### config.mk
export PLATFORM = sky130hd
export DESIGN_NAME = p224_redundant_addsub
export DESIGN_NICKNAME = d
export VERILOG_FILES = /design/src/rtl/p224_addsub_pkg.sv /design/src/rtl/p224_prebias.sv /design/src/rtl/p224_fold_const.sv /design/src/rtl/p224_fold.sv /design/src/rtl/p224_redundant_addsub.sv
export SDC_FILE = /design/constraint.sdc
export NUM_CORES = 2
export LEC_CHECK = 0
export BUFFER_PORTS_ARGS = -buffer_cell sky130_fd_sc_hd__buf_4
export CAP_MARGIN = 25
export CORE_ASPECT_RATIO = 1.75
export CORE_UTILIZATION = 49
export CTS_BUF_LIST = sky130_fd_sc_hd__clkbuf_8
export CTS_CLUSTER_SIZE = 10
export DETAILED_ROUTE_END_ITERATION = 12
export PLACE_DENSITY = 0.67
export SYNTH_ARGS = -nofsm -noshare
export SYNTH_HDL_FRONTEND = slang
export SYNTH_HIERARCHICAL = 1
export SYNTH_SLANG_ARGS = --single-unit
### constraint.sdc
create_clock -name clk -period 2 [get_ports clk]
set_clock_uncertainty 0.15 [all_clocks]
set_input_delay 0.4 -clock clk [delete_from_list [all_inputs] [get_ports clk]]
set_output_delay 0.4 -clock clk [all_outputs]
set_load 0.05 [all_outputs]
### src/rtl/p224_addsub_pkg.sv
package p224_addsub_pkg;

    typedef enum logic {
        OP_ADD = 1'b0,
        OP_SUB = 1'b1
    } op_e;

endpackage

### src/rtl/p224_prebias.sv
// Raw sum a + b, or 2p + a - b, as a two-bit-wide excess above W bits.
module p224_prebias #(
    parameter int W = 224,
    parameter int K = 96
) (
    input  logic [W-1:0] a,
    input  logic [W-1:0] b,
    input  logic         op_sub,
    output logic [W+1:0] raw
);
    localparam logic [W+1:0] ONE_X = {{(W+1){1'b0}}, 1'b1};
    localparam logic [W+1:0] TWO_P = (ONE_X << (W + 1)) - (ONE_X << (K + 1)) + (ONE_X << 1);

    logic [W+1:0] sel_mask;
    logic [W+1:0] b_term;
    logic [W+1:0] bias;

    always_comb begin
        sel_mask = {(W+2){op_sub}};
        // Two's complement of b when subtracting: invert here, +1 below.
        b_term   = {2'b00, b} ^ sel_mask;
        bias     = TWO_P & sel_mask;
        raw      = {2'b00, a} + bias + b_term + {{(W+1){1'b0}}, op_sub};
    end

endmodule

### src/rtl/p224_fold_const.sv
// Limbs of t*(2^K - 1) for t in 0..3, built from masks only.
module p224_fold_const #(
    parameter int W  = 224,
    parameter int K  = 96,
    parameter int LW = 32
) (
    input  logic [1:0]   t,
    output logic [W-1:0] k
);
    localparam int NL = W / LW;
    localparam int FL = K / LW;

    logic          nz;
    logic [LW-1:0] t_ext;
    logic [LW-1:0] nz_mask;

    assign nz      = |t;
    assign t_ext   = {{(LW-2){1'b0}}, t};
    assign nz_mask = {LW{nz}};

    for (genvar i = 0; i < NL; i++) begin : g_limb
        if (i == 0) begin : g_low
            assign k[i*LW +: LW] = '0 - t_ext;
        end else if (i < FL) begin : g_mid
            assign k[i*LW +: LW] = nz_mask;
        end else if (i == FL) begin : g_top
            assign k[i*LW +: LW] = (t_ext - {{(LW-1){1'b0}}, 1'b1}) & nz_mask;
        end else begin : g_zero
            assign k[i*LW +: LW] = '0;
        end
    end

endmodule

### src/rtl/p224_fold.sv
// One fold step: low + t*(2^K - 1), with carry past bit W-1.
module p224_fold #(
    parameter int W  = 224,
    parameter int K  = 96,
    parameter int LW = 32
) (
    input  logic [W-1:0] low,
    input  logic [1:0]   t,
    output logic [W-1:0] sum,
    output logic         carry
);
    logic [W-1:0] kconst;
    logic [W:0]   full;

    p224_fold_const #(.W(W), .K(K), .LW(LW)) u_const (
        .t (t),
        .k (kconst)
    );

    always_comb begin
        full  = {1'b0, low} + {1'b0, kconst};
        sum   = full[W-1:0];
        carry = full[W];
    end

endmodule

### src/rtl/p224_redundant_addsub.sv
module p224_redundant_addsub
    import p224_addsub_pkg::*;
#(
    parameter int LIMB_W     = 32,
    parameter int N_LIMBS    = 7,
    parameter int FOLD_LIMBS = 3
) (
    input  logic                      clk,
    input  logic                      rst_n,
    input  logic                      in_valid,
    input  logic                      op_sub,
    input  logic [LIMB_W*N_LIMBS-1:0] a,
    input  logic [LIMB_W*N_LIMBS-1:0] b,
    output logic                      out_valid,
    output logic [LIMB_W*N_LIMBS-1:0] result
);
    localparam int W = LIMB_W * N_LIMBS;
    localparam int K = LIMB_W * FOLD_LIMBS;

    typedef struct packed {
        logic         vld;
        logic [W-1:0] res;
    } state_t;

    state_t state_d, state_q;

    logic [W+1:0] raw;
    logic [W-1:0] fold1_sum, fold2_sum;
    logic         fold1_carry, fold2_carry;

    p224_prebias #(.W(W), .K(K)) u_prebias (
        .a      (a),
        .b      (b),
        .op_sub (op_sub),
        .raw    (raw)
    );

    p224_fold #(.W(W), .K(K), .LW(LIMB_W)) u_fold1 (
        .low   (raw[W-1:0]),
        .t     (raw[W+1:W]),
        .sum   (fold1_sum),
        .carry (fold1_carry)
    );

    p224_fold #(.W(W), .K(K), .LW(LIMB_W)) u_fold2 (
        .low   (fold1_sum),
        .t     ({1'b0, fold1_carry}),
        .sum   (fold2_sum),
        .carry (fold2_carry)
    );

    always_comb begin
        state_d     = state_q;
        state_d.vld = in_valid;
        if (in_valid) begin
            state_d.res = fold2_sum;
        end
    end

    always_ff @(posedge clk or negedge rst_n) begin
        if (!rst_n) begin
            state_q <= '0;
        end else begin
            state_q <= state_d;
        end
    end

    assign out_valid = state_q.vld;
    assign result    = state_q.res;

    AST_VALID_FOLLOWS: assert property (@(posedge clk) disable iff (!rst_n)
        in_valid |=> out_valid);
    AST_IDLE_NO_VALID: assert property (@(posedge clk) disable iff (!rst_n)
        !in_valid |=> !out_valid);
    AST_RESULT_HELD: assert property (@(posedge clk) disable iff (!rst_n)
        !in_valid |=> $stable(result));
    AST_ADD_EXCESS_ONE: assert property (@(posedge clk) disable iff (!rst_n)
        (in_valid && op_sub == OP_ADD) |-> !raw[W+1]);
    AST_SECOND_NEEDS_FIRST: assert property (@(posedge clk) disable iff (!rst_n)
        (in_valid && fold1_carry) |-> (raw[W+1:W] != 2'b00));
    AST_NO_THIRD_FOLD: assert property (@(posedge clk) disable iff (!rst_n)
        in_valid |-> !fold2_carry);

endmodule

==> metrics.md, run 1 <==
| Metric | Value |
|---|---|
| Chip Height | `487 µm` |
| Largest net degree at the start of global routing | `76` |
| Overflow after GRT | `1147` |
| Die Wd | `279 µm` |
| Status | `stopped before the end` |
| Count of clock tree sinks | `225` |
| Combined global-route utilization of all metal layers | `between 70% and 80%` |
| Global-route wire length before repair | `about 750000 µm` |
| Setup slack at placement | `-10.68 ns` |
| Number of instances in the synthesized netlist | `just over 9000` |
| Placed standard-cell area | `98500 µm²` |
| IO buf count | `about 680` |
| First Err | `[ERROR GRT-0116] Global routing finished with congestion. Check the congestion regions in the DRC Viewer.` |
| Weighted congestion reported at the end of routability-driven placement | `1.18` |
| Post-synthesis average cell area | `7.14 µm²` |
| Last stage reached | `global routing` |
| YS warnings | `6` |
| Cell Area, Synth | `65900 µm²` |
| Number of rows in the core area | `177` |
| Effective utilization at floorplan | `49.5%` |
| H-tree lvl count | `2` |
| Vias in the first global route | `110000` |
| Number of primary I/O pins | `677` |
| Root Buffer | `sky130_fd_sc_hd__clkbuf_8` |
| Detailed Place HPWL | `308000 µm` |
| Maximum clock path buffer count | `3` |
| CTS buffer count | `38` |
## routing by layer
metal,GRT overflow,track usage (%)
met5,2,15.9
met4,356,77.6
met3,18,49.5
met2,764,97.0
met1,7,66.3
## through the flow
stage | hold slack, ns | setup TNS (ns) | cells
after global placement | 0.139 | -2166.26 | 15000
after CTS | 0.0218 | -1874.69 | 15200
after floorplan | -0.0456 | -2210.58 | 9486
after detailed placement | 0.145 | -2204.44 | 15000
## timing repair
action,CTS
endpoints found under the setup margin,224
pin swaps,148
hold buffers,1
setup buffers,92
hold endpoints to repair,225
resized for setup,494
gates cloned,13
==> run 2: changes to the inputs <==
CORE_ASPECT_RATIO = unset   (was 1.75)
CORE_UTILIZATION = 34   (was 49)
CTS_BUF_LIST = unset   (was sky130_fd_sc_hd__clkbuf_8)
CTS_CLUSTER_SIZE = unset   (was 10)
PLACE_DENSITY = unset   (was 0.67)
PLACE_DENSITY_LB_ADDON = 0.15   (was unset)
==> run 2 against run 1 <==
The flow now finishes, with violations (negative setup slack). Synthesized cell count unchanged. Synthesized area unchanged.
==> metrics.md, run 2 <==
| Metric | Value |
|---|---|
| Status | `complete, but fails checks` |
| Initial antenna violation count | `1` |
| Max stage delay on crit path | `0.38 ns` |
| Number of flip-flops in the largest register | `224` |
| Crit-path max FO | `11` |
| Effective utilization at floorplan | `34.2% (-15 points)` |
| Global-route wire length before repair | `499000 µm` |
| Post-layout min period | `11.51 ns` |
| Most frequent cells in the layout | `sky130_fd_sc_hd__buf_4, sky130_fd_sc_hd__a21oi_1, sky130_fd_sc_hd__nand2_1` |
| H-tree lvl count | `1 (-1)` |
| Number of vias per cell | `around 5.3` |
| Highest attainable clock frequency | `86.9 MHz` |
| Violated checks | `negative setup slack` |
| Layout net count | `14700` |
| Crit Path Class | `in -> reg` |
| Placeable core region | `just under 200000 µm²` |
| Clock latency at the later pin of the worst-skew pair | `0.53 ns` |
| Post-synthesis average cell area | `7.14 µm² (unchanged)` |
| Average routed wire per standard cell | `between 20 and 25 µm` |
| Number of rows in the core area | `161 (-9.0%)` |
| Overflow after GRT | `0` |
| Antenna-violating nets left | `0` |
| Startpoint type of the worst setup path | `primary input` |
| Worst endpoint required time | `approximately 2.3 ns` |
| Hold Crit Depth | `2` |
| Max Cap Viol | `0` |
| Syn-to-layout area delta | `59.5%` |
| Total stage count of the critical path | `63` |
| Highest-delay cell along the critical path | `sky130_fd_sc_hd__a31oi_1` |
| IO buf count | `676 (unchanged)` |
| Detailed Place HPWL | `300000 µm (-2.7%)` |
| Unrepaired setup endpoints after global routing | `true` |
| Logic depth of the worst register-to-register path | `1` |
| DRC viols | `0` |
| Starting DRT DRC Count | `about 8000` |
| Number of optimization iterations in the first detailed-route pass | `8` |
| YS warnings | `6 (unchanged)` |
| Number of instances in the synthesized netlist | `9234 (unchanged)` |
| Combined global-route utilization of all metal layers | `about a third` |
| Combined area of the multi-input logic cells | `58300 µm²` |
| Endpoints failing setup | `224` |
| Buf/Inv on CP | `20` |
| Fillcell total | `about 19000` |
| CTS buffer count | `20 (-47%)` |
| Number of primary I/O pins | `677 (unchanged)` |
| Cell Area, Synth | `65900 µm² (unchanged)` |
| Maximum clock path buffer count | `3 (unchanged)` |
| Chip Height | `442 µm (-9.2%)` |
| Share of final-layout standard cells stronger than drive strength 1 | `42.6%` |
| Post-route core utilization | `54.6%` |
| FF/Latch Area | `5630 µm²` |
| Hold crit path type | `in -> reg` |
| Count of vias placed by the detailed router | `85300` |
| Setup slack after layout | `-9.51 ns` |
| Commonest non-fill, non-tap cell in the layout | `sky130_fd_sc_hd__buf_4` |
| Root Buffer | `sky130_fd_sc_hd__clkbuf_16` |
| Die Wd | `442 µm (+58%)` |
| Final slew viol count | `0` |
| Weighted congestion reported at the end of routability-driven placement | `1.03 (-12%)` |
| Type of destination of the critical path | `flip-flop` |
| Fin crit share | `575%` |
| Data arrival time of the worst path | `11.79 ns` |
| Clock tree from TritonCTS | `yes` |
| Wire length reported by the detailed router | `335000 µm` |
| Vias in the first global route | `81900` |
| Largest net degree at the start of global routing | `83` |
| Critical Path Most Common Cell | `sky130_fd_sc_hd__buf_4` |
| Count of clock tree sinks | `225 (unchanged)` |
| Area of the die | `slightly below 200000 µm²` |
| Transition time at the pin with the least slew margin | `around 0.90 ns` |
| Reg clk slew, reported paths | `around 0.08 ns` |
| Normalized max-slew margin | `39.3%` |
| Cell family with the largest share of critical-path delay | `compound AO/OA/AOI/OAI gates` |
| Number of endpoints with negative hold slack in the final report | `0` |
[run 2: area by class of cell]
| cell class | instances | area share (%) |
|---|---|---|
| Antenna cell | 1 | 0.00238 |
| Clock buffer | 27 | 0.569 |
| Clock inverter | 9 | 0.115 |
| Inverter | 253 | 0.915 |
| Multi-Input combinational cell | 8213 | 55.4 |
| Sequential cell | 225 | 5.36 |
| Tap cell | 2526 | 3.01 |
| Timing Repair Buffer | 4759 | 34.6 |
[run 2: worst paths after layout]
path	endpoint	slack, ns	startpoint
max	result[217]	-9.51	op_sub
min	out_valid	0.11	in_valid
max reg2reg	result[163]	0.99	result[163]
min reg2reg	result[40]	0.36	result[40]
max in group asynchronous	result[2]	0.89	rst_n
min in group asynchronous	result[197]	0.18	rst_n
[run 2: repair_timing]
action / CTS / global route
buffers inserted: 54 / 24
setup endpoints to repair: 224 / 224
pin swaps: 130 / 37
gates resized for setup: 467 / 142
gates cloned: 7 / 1
hold endpoints to repair: 105 / 0
hold buffers: 1 / 0
[run 2: metal layers]
layer | routed length [µm] | track usage, % | vias up
met5 | 0 | 0 | -
met4 | 5650 | 5.13 | 0
met3 | 27200 | 3.98 | 214
met2 | 131000 | 46.3 | 3234
met1 | 172000 | 52.2 | 40300
li1 | - | - | 41600
[run 2: per-stage QoR]
stage	cells	setup WS [ns]	TNS (ns)	hold WS, ns	cell area [µm²]
CTS	16000	-9.35	-1937.70	0.0956	104000
floorplan	9486	-10.54	-2210.58	-0.0456	67500
global route	16000	-9.84	-2045.22	0.118	105000
finish	16000	-9.51	-1970.71	0.109	105000
global placement	15900	-11.39	-2298.92	0.180	101000
detailed placement	15900	-11.47	-2307.33	0.179	101000
Power of run 2 is left out: the tool's default activity adds up to more than one toggle a clock period on the data nets, which glitch-free logic cannot reach.
